**src/rtl/lcs_pkg.sv**
```systemverilog
package lcs_pkg;

  typedef enum logic [2:0] {
    ST_IDLE   = 3'd0,
    ST_CLEAR  = 3'd1,
    ST_PREQ   = 3'd2,
    ST_PWAIT  = 3'd3,
    ST_LAUNCH = 3'd4,
    ST_EVAL   = 3'd5
  } lcs_state_e;

endpackage

```
**src/rtl/lcs_step_ctr.sv**
```systemverilog
module lcs_step_ctr #(
  parameter int MAX_STEP   = 2047,
  parameter int START_STEP = 1,
  parameter int STEP_W     = 11
) (
  input  logic              clk,
  input  logic              rst,
  input  logic              clr_i,
  input  logic              load_i,
  input  logic              inc_i,
  output logic [STEP_W-1:0] step_o,
  output logic              at_limit_o
);

  localparam logic [STEP_W-1:0] START_V = STEP_W'(START_STEP);
  localparam logic [STEP_W-1:0] LIMIT_V = STEP_W'(MAX_STEP);

  logic [STEP_W-1:0] step_q;

  always_ff @(posedge clk) begin
    if (rst || clr_i) begin
      step_q <= '0;
    end else if (load_i) begin
      step_q <= START_V;
    end else if (inc_i && (step_q != LIMIT_V)) begin
      step_q <= step_q + 1'b1;
    end
  end

  assign step_o     = step_q;
  assign at_limit_o = (step_q == LIMIT_V);

endmodule

```
**src/rtl/lcs_dwell_tmr.sv**
```systemverilog
module lcs_dwell_tmr #(
  parameter int SETTLE_CYC = 4,
  parameter int CNT_W      = 3
) (
  input  logic clk,
  input  logic rst,
  input  logic load_i,
  input  logic run_i,
  output logic expired_o
);

  localparam logic [CNT_W-1:0] RELOAD = CNT_W'(SETTLE_CYC - 1);

  logic [CNT_W-1:0] cnt_q;

  always_ff @(posedge clk) begin
    if (rst) begin
      cnt_q <= '0;
    end else if (load_i) begin
      cnt_q <= RELOAD;
    end else if (run_i && (cnt_q != '0)) begin
      cnt_q <= cnt_q - 1'b1;
    end
  end

  assign expired_o = (cnt_q == '0);

endmodule

```
**src/rtl/lcs_seq_fsm.sv**
```systemverilog
module lcs_seq_fsm
  import lcs_pkg::*;
(
  input  logic clk,
  input  logic rst,
  input  logic start_i,
  input  logic ph_busy_i,
  input  logic ph_ack_i,
  input  logic any_hot_i,
  input  logic at_limit_i,
  input  logic expired_i,
  output logic step_clr_o,
  output logic step_load_o,
  output logic step_inc_o,
  output logic tmr_load_o,
  output logic tmr_run_o,
  output logic busy_o,
  output logic done_o,
  output logic timeout_o,
  output logic launch_o,
  output logic eval_go_o,
  output logic eval_clr_o,
  output logic ph_req_o,
  output logic ph_set_o
);

  lcs_state_e st_q, st_nxt;
  logic set_q, set_nxt;
  logic done_q, done_nxt;
  logic to_q, to_nxt;

  always_comb begin
    st_nxt      = st_q;
    set_nxt     = set_q;
    done_nxt    = done_q;
    to_nxt      = to_q;
    step_clr_o  = 1'b0;
    step_load_o = 1'b0;
    step_inc_o  = 1'b0;
    tmr_load_o  = 1'b0;
    unique case (st_q)
      ST_IDLE: begin
        if (start_i) begin
          st_nxt     = ST_CLEAR;
          step_clr_o = 1'b1;
          set_nxt    = 1'b1;
          done_nxt   = 1'b0;
          to_nxt     = 1'b0;
        end
      end
      ST_CLEAR: st_nxt = ST_PREQ;
      ST_PREQ: begin
        if (!ph_busy_i) st_nxt = ST_PWAIT;
      end
      ST_PWAIT: begin
        if (ph_ack_i) begin
          st_nxt     = ST_LAUNCH;
          tmr_load_o = 1'b1;
          if (set_q) step_load_o = 1'b1;
          else       step_inc_o  = 1'b1;
        end
      end
      ST_LAUNCH: begin
        if (expired_i) st_nxt = ST_EVAL;
      end
      ST_EVAL: begin
        if (any_hot_i && !at_limit_i) begin
          st_nxt  = ST_PREQ;
          set_nxt = 1'b0;
        end else begin
          st_nxt   = ST_IDLE;
          done_nxt = 1'b1;
          to_nxt   = any_hot_i;
        end
      end
      default: st_nxt = ST_IDLE;
    endcase
  end

  assign tmr_run_o = (st_q == ST_LAUNCH);

  always_ff @(posedge clk) begin
    if (rst) begin
      st_q       <= ST_IDLE;
      set_q      <= 1'b0;
      done_q     <= 1'b0;
      to_q       <= 1'b0;
      busy_o     <= 1'b0;
      launch_o   <= 1'b0;
      eval_go_o  <= 1'b0;
      eval_clr_o <= 1'b0;
      ph_req_o   <= 1'b0;
      ph_set_o   <= 1'b0;
    end else begin
      st_q       <= st_nxt;
      set_q      <= set_nxt;
      done_q     <= done_nxt;
      to_q       <= to_nxt;
      busy_o     <= (st_nxt != ST_IDLE);
      launch_o   <= (st_nxt == ST_LAUNCH) || (st_nxt == ST_EVAL);
      eval_go_o  <= (st_nxt == ST_EVAL);
      eval_clr_o <= (st_nxt == ST_CLEAR);
      ph_req_o   <= (st_nxt == ST_PREQ);
      ph_set_o   <= set_nxt;
    end
  end

  assign done_o    = done_q;
  assign timeout_o = to_q;

endmodule

```
**src/rtl/lcs_sweep_ctrl.sv**
```systemverilog
module lcs_sweep_ctrl #(
  parameter int N_OUT      = 8,
  parameter int MAX_STEP   = 2047,
  parameter int START_STEP = 1,
  parameter int SETTLE_CYC = 4,
  localparam int STEP_W    = $clog2(MAX_STEP + 1)
) (
  input  logic              clk,
  input  logic              rst,
  input  logic              start_i,
  output logic              busy_o,
  output logic              done_o,
  output logic              timeout_o,
  output logic [STEP_W-1:0] step_o,
  output logic              eval_clr_o,
  output logic              eval_go_o,
  output logic              launch_o,
  output logic              ph_req_o,
  output logic              ph_set_o,
  input  logic              ph_busy_i,
  input  logic              ph_ack_i,
  input  logic [N_OUT-1:0]  xor_i
);

  localparam int CNT_W = (SETTLE_CYC > 1) ? $clog2(SETTLE_CYC) : 1;

  logic any_hot;
  logic at_limit, expired;
  logic step_clr, step_load, step_inc, tmr_load, tmr_run;

  assign any_hot = |xor_i;

  lcs_seq_fsm u_fsm (
    .clk        (clk),
    .rst        (rst),
    .start_i    (start_i),
    .ph_busy_i  (ph_busy_i),
    .ph_ack_i   (ph_ack_i),
    .any_hot_i  (any_hot),
    .at_limit_i (at_limit),
    .expired_i  (expired),
    .step_clr_o (step_clr),
    .step_load_o(step_load),
    .step_inc_o (step_inc),
    .tmr_load_o (tmr_load),
    .tmr_run_o  (tmr_run),
    .busy_o     (busy_o),
    .done_o     (done_o),
    .timeout_o  (timeout_o),
    .launch_o   (launch_o),
    .eval_go_o  (eval_go_o),
    .eval_clr_o (eval_clr_o),
    .ph_req_o   (ph_req_o),
    .ph_set_o   (ph_set_o)
  );

  lcs_step_ctr #(
    .MAX_STEP  (MAX_STEP),
    .START_STEP(START_STEP),
    .STEP_W    (STEP_W)
  ) u_step (
    .clk       (clk),
    .rst       (rst),
    .clr_i     (step_clr),
    .load_i    (step_load),
    .inc_i     (step_inc),
    .step_o    (step_o),
    .at_limit_o(at_limit)
  );

  lcs_dwell_tmr #(
    .SETTLE_CYC(SETTLE_CYC),
    .CNT_W     (CNT_W)
  ) u_tmr (
    .clk      (clk),
    .rst      (rst),
    .load_i   (tmr_load),
    .run_i    (tmr_run),
    .expired_o(expired)
  );

endmodule

```
**config.mk**
```make
export PLATFORM = sky130hd
export DESIGN_NAME = lcs_sweep_ctrl
export DESIGN_NICKNAME = d
export VERILOG_FILES = /design/src/rtl/lcs_pkg.sv /design/src/rtl/lcs_step_ctr.sv /design/src/rtl/lcs_dwell_tmr.sv /design/src/rtl/lcs_seq_fsm.sv /design/src/rtl/lcs_sweep_ctrl.sv
export SDC_FILE = /design/constraint.sdc
export NUM_CORES = 1
export LEC_CHECK = 0
export CAP_MARGIN = 25
export CORE_MARGIN = 2
export CORE_UTILIZATION = 51
export CTS_CLUSTER_DIAMETER = 50
export DETAILED_ROUTE_END_ITERATION = 12
export GPL_TIMING_DRIVEN = 0
export PLACE_DENSITY = 0.95
export SLEW_MARGIN = 10
export SYNTH_ARGS = -nofsm -noshare
export SYNTH_HDL_FRONTEND = slang
export SYNTH_HIERARCHICAL = 1
export SYNTH_SLANG_ARGS = --single-unit
```
**constraint.sdc**
```tcl
create_clock -name clk -period 3.25 [get_ports clk]
set_input_delay 0.8125 -clock clk [delete_from_list [all_inputs] [get_ports clk]]
set_output_delay 0.8125 -clock clk [all_outputs]
set_load 0.02 [all_outputs]
```
-- Word-level counts from Yosys, hierarchy flattened
Index checks and enable logic that the tools add are counted.
- bits in registers: 24
- bits in latches: 0
- memory bits (writable): 0
- memory bits (read-only): 0
- bits of input ports: 13
- output and inout bits: 19
- memories: 0
- add/sub/neg operators: 2
- multipliers: 0
- divide/modulo/power cells: 0
- magnitude comparators: 0
- equal/unequal tests: 14
- shift operators: 0
- mux-type cells: 28
- bitwise gates (word level): 0
- reductions and logical operators: 17
- operators by type and width (cell ; number):
    $pmux 3 s6 ; 1
    $mux 1 ; 17
    $eq 3x3->1 const B ; 4
    $mux 3 ; 4
    $add 11x1->11 const B ; 1
    $eq 11x11->1 const B ; 1
    $ne 11x11->1 const B ; 1
    $eq 3x2->1 const B ; 3
    $reduce_bool 2->1 ; 4
    $reduce_or 8->1 ; 1
    $eq 3x1->1 const B ; 2
    $mux 2 ; 3
    $pmux 1 s2 ; 3
    $reduce_and 3->1 ; 2
    $ne 2x2->1 const B ; 2
    $logic_and 1x1->1 ; 3
    $logic_not 3->1 ; 1
    $reduce_bool 3->1 ; 1
    $logic_not 2->1 ; 1
    $logic_or 1x1->1 ; 2
    $ne 2x1->1 const B ; 1
    $reduce_or 2->1 ; 1
    $sub 2x1->2 const B ; 1
    $logic_not 1->1 ; 1

-- Longest topological paths before layout
Gate-level depths: netlist of the first run.
- depth in word-level cells: 7
- gate-level depth with buffers: 7
- mapped depth without buffers: 6

-- By module
The synthesis of the first run kept the hierarchy.
- by module, submodules not included (module ; times used ; cells each ; area each (µm²) ; sequential area each (µm²)):
    lcs_step_ctr ; 1 ; 59 ; 574.3 ; 220.2
    lcs_seq_fsm ; 1 ; 49 ; 481.7 ; 220.2
    lcs_dwell_tmr ; 1 ; 12 ; 115.1 ; 40.0
    lcs_sweep_ctrl ; 1 ; 3 ; 16.3 ; 0.0

-- Worst setup path before layout of the first run
OpenSTA, ideal clock, no wires.
- kind: input -> register
- start: in ph_ack_i
- end: reg u_step.step_q[9], in the netlist u_step/step_o[9]
- library setup time: 0.123 ns
- arrival: 2.246 ns
- data required time: 3.127 ns
- slack: 0.881 ns
- stages on the path: 6
- path through: and4b_1 > nor2b_1 > nand4_1 > a31oi_4 > nand4_1 > mux2_1
- word-level cells in the longest chain between the ends: 3
- elaborated cells on any way between the ends: 6
- ends and longest elaborated chain (what ; RTL line ; text):
    start: declaration ; lcs_sweep_ctrl.sv:21 ; input logic ph_ack_i,
    $mux 1 ; lcs_seq_fsm.sv:56 ; if (ph_ack_i) begin
    $mux 1 ; lcs_seq_fsm.sv:41 ; unique case (st_q)
    named net step_inc ; lcs_sweep_ctrl.sv:29 ; logic step_clr, step_load, step_inc, tmr_load, tmr_run;
    $logic_and 1x1->1 ; lcs_step_ctr.sv:25 ; end else if (inc_i && (step_q != LIMIT_V)) begin
    end signal: assignment ; lcs_step_ctr.sv:26 ; step_q <= step_q + 1'b1;
    end: declaration ; lcs_step_ctr.sv:18 ; logic [STEP_W-1:0] step_q;
The timed path passes the listed nets, and every way through them passes these cells.
A chain may end at the register's enable or synchronous reset.

-- Final worst setup path of the first run
Same ends and word-level chain as after synthesis.

==> results of run 1 <==
==> worst register-to-register path, cell delays in order (launching register included) <==
cell	delay (ns)
dfxtp_1	0.35
buf_6	0.14
and4b_1	0.38
nor2b_1	0.38
nand4_1	0.25
a31oi_4	0.22
nand4_1	0.14
mux2_1	0.33
==> path summary, 6_finish.rpt <==
check / start / endpoint / slack, ns
worst max register to register: u_fsm/st_q[2] / u_step/step_o[9] / 0.97
worst min-delay path: u_tmr/cnt_q[1] / u_tmr/cnt_q[1] / 0.54
worst max-delay path: ph_ack_i / u_step/step_o[9] / 0.52
worst min register to register: u_tmr/cnt_q[1] / u_tmr/cnt_q[1] / 0.54
==> area by class of cell <==
type,count,share of cell area
clock inverter,1,0.0189
sequential,24,0.303
clock buffer,3,0.0142
multi-input combinational,90,0.410
inverter,5,0.0118
buffer,4,0.0237
tap,28,0.0221
timing repair buffer,31,0.196
==> report_power, final <==
part,total (mW),leakage (nW),internal [mW],switching [mW]
Clock,0.219,0.0279,0.125,0.0942
Combinational,0.0881,0.364,0.0454,0.0427
Sequential,0.310,0.195,0.304,0.00644
Total,0.617,0.586,0.474,0.143
==> synth_stat cells (all sizes together) (2+ instances only) <==
cell type / count / share of area
nor2b: 2 / 0.011
buf: 3 / 0.028
a21oi: 5 / 0.024
nor2: 19 / 0.060
nand4: 5 / 0.032
and4: 2 / 0.015
o31ai: 2 / 0.024
nand2: 7 / 0.022
nand2b: 3 / 0.016
mux2: 2 / 0.019
ha: 2 / 0.021
and4bb: 3 / 0.032
dfxtp: 24 / 0.40
inv: 5 / 0.016
a211oi: 5 / 0.032
a31oi: 2 / 0.023
nor4: 2 / 0.011
mux2i: 2 / 0.017
xnor2: 4 / 0.030
and2: 3 / 0.018
a311oi: 2 / 0.015
==> per-stage QoR <==
stage / worst slack, ns / utilization / cell area [um^2] / power [mW]
final: 0.519 / 0.717 / 1590 / 0.617
after global routing: 0.419 / 0.717 / 1590 / 0.638
after floorplan: 0.881 / - / 1190 / 0.365
after global placement: 0.220 / 0.693 / 1530 / 0.399
after detailed placement: 0.197 / 0.693 / 1530 / 0.404
after CTS: 0.546 / 0.717 / 1590 / 0.620
==> per-layer routing <==
| metal | track usage | vias to the layer above | routed length [um] |
|---|---|---|---|
| met5 | 0 | - | 0 |
| met4 | 0.0940 | 0 | 44 |
| met3 | 0.0486 | 8 | 174 |
| met2 | 0.405 | 47 | 1380 |
| met1 | 0.198 | 533 | 1070 |
| li1 | - | 522 | - |
==> cell families (layout without fill, tap and decap cells) <==
family | count (synthesis) | in the layout | synth area share
AO/OA/AOI/OAI | 25 | 25 | 0.178
XOR/XNOR | 5 | 5 | 0.0369
adder cells (fa/ha/maj) | 2 | 2 | 0.0211
buffers and inverters | 9 | 44 | 0.0474
flip-flops | 24 | 24 | 0.405
multiplexers | 4 | 4 | 0.0358
AND/OR/NAND/NOR | 54 | 54 | 0.276
==> out/results.txt, run 1 <==
CTS tree = done
Largest net degree at the start of global routing = 15
CP most frequent cell = nand4_1
Worst-Skew Late Latency = 0.32 ns
Critical Path Fanout Max = 7
Total Wirelength = 2.67 mm
Std cell rows = 17
Minimum clock period = 2.73 ns
Max-cap violation count = 0
Crit. path cell count = 7
Mapped Cells = 123
Clock sinks = 24
Status = completed
Pwr Density = 389 mW/mm^2
Crit Path Class = input pin to register
Root Driver = clkbuf_4
IO Pins = 32
Register area = 480 um^2
Deepest clock path buffer count = 2
Skew final = 0.00148 ns
Sequential element share of the synthesized area = 0.405
Inserted Diodes = 0
Final worst-path cycle share = 0.840
Syn nets = 138
Via density = 5.97
Max_slew headroom = 0.697
Commonest non-fill, non-tap cell in the layout = clkdlybuf4s50_1
Final-report hold violation count = 0
Gr usage total = 0.206
DP Wirelength = 2.00 mm
Startpoint types = input pin
Fill cells = 172
Layout Cells excl Fill = 186
Final nets = 174
Commonest non-fill, non-tap cells in the layout = clkdlybuf4s50_1 (31), dfxtp_1 (24), nor2_1 (19)
Cell count after placement = 182
Unrepaired setup endpoints after global routing = false
WHS = 0.545 ns
Num CTS Buffers = 3
Synth warn = 6
Leakage power = 0.586 nW
IO Port Bufs = 31
Final GP Congestion = 0.803
Area of the multi-input gates = 651 um^2
Initial antenna violation count = 0
Nature of the critical path endpoint = register
Worst vdd ir = 0.000356 V
Cell variety after synth = 45
DRC viols = 0
Hold Path Depth = 2
Number of flip-flops in the largest register = 11
Starting Density = 0.537
TritonRoute pass-1 iters = 4
CTS resizes = 0
Worst slew pin tran = 0.455 ns
Fin. max-slew vios = 0
Final setup vio count = 0
Syn_area_per_cell = 9.65 um^2
Total negative slack = 0 ns
Die ar. = 0.00273 mm^2
EDFF count, synth = 0
Leading register cell type out of synthesis = dfxtp_1
Core ar. = 0.00221 mm^2
Vias = 1110
CP max-delay cell = clkdlybuf4s50_1
Chip width = 52.3 um
Syn-to-layout area delta = 33.5%
CP top delay family = simple AND/OR/NAND/NOR gates
Cts hold-fix bufs = 0
Register-to-Register Path Depth = 7
Yosys reg bits = 24
Critical Path AT = 2.96 ns
Drt initial violations = 22
Routed Antenna Nets = 0
Post-synth ARST share = 0
CP Cell Sequence = clkdlybuf4s50_1, and4b_1, nor2b_1, nand4_1, a31oi_4, nand4_1, mux2_1
Clk slew on worst S/H paths = 0.13 ns
Max Clock Freq = 0.366 GHz
Largest stage delay on the critical path = 0.50 ns
Worst path buffer plus inverter count = 1
Routed len/inst = 14.3 um
Die Height = 52.3 um
H-tree depth = 1
Global route total overflow = 0
Setup Fix Bufs, Post-CTS = 0
Share of cells above drive strength 1 = 0.101
HP Class = register to register
Vias in the first global route = 1023
WP data required = 3.47 ns
Global-route wire length before repair = 4.17 mm
Mapped Area = 0.00119 mm^2
(Power assumes the default switching activity.)
==> run 2: changes to the inputs <==
Settings changed: CORE_UTILIZATION 51 to 42, PLACE_DENSITY 0.95 to 0.85.
Clock period 3.25 ns to 2.2 ns, I/O delays scaled along.
==> run 2 against run 1 <==
  * Critical endpoint is now step_o[7]
  * Sequential share of layout area down 0.072 points
  * Cell count up 2.2%
  * Flip-flop and latch count unchanged
  * First-iteration DRC count up 4.5%
  * Via count down 4.4%
  * Non-clock buffer count up 2
  * Clock power down 14%
  * Clock-buffer cell count unchanged
==> out/results.txt, run 2 (same netlist as run 1, synthesis figures left out) <==
Share of cells above drive strength 1 = 0.126 (+0.0245)
Clock sinks = 24 (unchanged)
Max_slew headroom = 0.691 (-0.00548)
Starting Density = 0.438 (-0.0986)
DP Wirelength = 2.07 mm (+3.3%)
TritonRoute pass-1 iters = 4 (unchanged)
Syn-to-layout area delta = 33.8%
Core ar. = 0.00271 mm^2 (+23%)
HP Class = register to register
IO Port Bufs = 31 (unchanged)
Net Sw Frac = 0.252 (+0.0198)
R2R Setup Slk = 0.28 ns (-0.69 ns)
Crit Path Class = register to output pin
Global route total overflow = 0 (unchanged)
Total Wirelength = 2.74 mm (+2.6%)
Commonest non-fill, non-tap cells in the layout = clkdlybuf4s50_1 (30), dfxtp_1 (24), nor2_1 (19)
Unrepaired setup endpoints after global routing = false
Total negative slack = 0 ns (unchanged)
CTS tree = done
Deepest clock path buffer count = 2 (unchanged)
Routed Antenna Nets = 0 (unchanged)
Fin. max-slew vios = 0 (unchanged)
Leakage power = 0.595 nW (+1.4%)
Num CTS Buffers = 3 (unchanged)
Worst slack at placement = -0.594 ns (-0.791 ns)
H-tree depth = 1 (unchanged)
IO Pins = 32 (unchanged)
DRC viols = 0 (unchanged)
Minimum clock period = 2.02 ns
Flop pwr share = 0.592 (+0.090)
Clock power frac = 0.242 (-0.113)
Worst vdd ir = 0.000530 V (+49%)
Final-report hold violation count = 0 (unchanged)
Largest net degree at the start of global routing = 13 (-2)
Pwr Density = 489 mW/mm^2 (+25%)
Slack of the critical path = 0.181 ns (-0.339 ns)
Std cell rows = 19 (+2)
Skew final = 0.00549 ns (+0.00401 ns)
P_int = 0.581 mW (+23%)
Final GP Congestion = 0.837 (+4.2%)
Power share of the combinational group = 0.166 (+0.023)
Clk slew on worst S/H paths = 0.12 ns (about the same)
Final worst-path cycle share = 0.918
CP Cell Sequence = clkdlybuf4s50_1
Global-route wire length before repair = 4.54 mm (+8.8%)
Worst-Skew Late Latency = 0.31 ns (about the same)
Final setup vio count = 0 (unchanged)
Max-cap violation count = 0 (unchanged)
Inserted Diodes = 0 (unchanged)
Number of flip-flops in the largest register = 11 (unchanged)
Max Clock Freq = 0.495 GHz
Vias = 1061 (-4.4%)
Chip width = 57.2 um (+9.4%)
Worst path buffer plus inverter count = 1 (unchanged)
Root Driver = clkbuf_4
Gr usage total = 0.172 (-0.0341)
Critical Path Fanout Max = 8 (+1)
Nature of the critical path endpoint = output pin
Switching Power = 0.196 mW (+37%)
Worst slew pin tran = 0.463 ns (+0.00822 ns)
Final nets = 176 (+1.1%)
Via density = 5.58 (-6.4%)
Largest stage delay on the critical path = 0.66 ns (+0.16 ns)
Cts hold-fix bufs = 0 (unchanged)
Vias in the first global route = 1057 (+3.3%)
Initial antenna violation count = 0 (unchanged)
Critical Path AT = 1.47 ns (-1.49 ns)
CP max-delay cell = clkdlybuf4s50_1
Die ar. = 0.00327 mm^2 (+20%)
Startpoint types = register
Commonest non-fill, non-tap cell in the layout = clkdlybuf4s50_1
CP top delay family = buffers and inverters
Drt initial violations = 23 (+4.5%)
Die Height = 57.2 um (+9.4%)
WP data required = 1.65 ns (-1.82 ns)
Status = completed
Routed len/inst = 14.4 um (+0.43%)
-- run 2: final cells by class --
type	count	area, um^2
fillers	250	1120
multi-input cells	90	663
flip-flops and latches	24	480
repair buffers	33	328
well taps	31	38.8
plain buffers	4	37.5
clock buffers	3	22.5
inverters	5	18.8
-- run 2: power by group through the flow --
stage,Combinational (mW),Clock [mW],Sequential [mW]
floorplan,0.0615,0,0.477
global placement,0.122,0,0.467
detailed placement,0.127,0,0.467
CTS,0.129,0.195,0.459
global route,0.140,0.215,0.461
finish,0.129,0.188,0.459
-- run 2: per-layer routing --
layer / share of wire / track usage
met5: 0 / 0
met2: 0.52 / 0.317
met4: 0.016 / 0.0532
met1: 0.41 / 0.195
met3: 0.051 / 0.0408
-- run 2: worst paths after layout --
check,start,endpoint,depth (start not counted)
max,u_step/step_o[7],step_o[7],1
min,u_fsm/timeout_o,u_fsm/timeout_o,2
max reg2reg,u_fsm/st_q[2],u_step/step_o[9],7
min reg2reg,u_fsm/timeout_o,u_fsm/timeout_o,2
-- run 2: repair_timing --
item,CTS,global route
pin swaps,1,2
setup buffers,1,1
endpoints found under the setup margin,4,2
resized for setup,3,2
hold endpoints to repair,0,0
-- run 2: metrics by stage --
stage	utilization	instances	hold WS, ns	instance area, um^2	total power, mW
2_1_floorplan	-	123	0.489	1190	0.539
3_3_place_gp	0.567	185	0.498	1540	0.589
3_5_place_dp	0.567	185	0.512	1540	0.594
4_1_cts	0.581	189	0.533	1580	0.783
5_1_grt	0.586	190	0.569	1590	0.816
6_report	0.586	190	0.533	1590	0.776
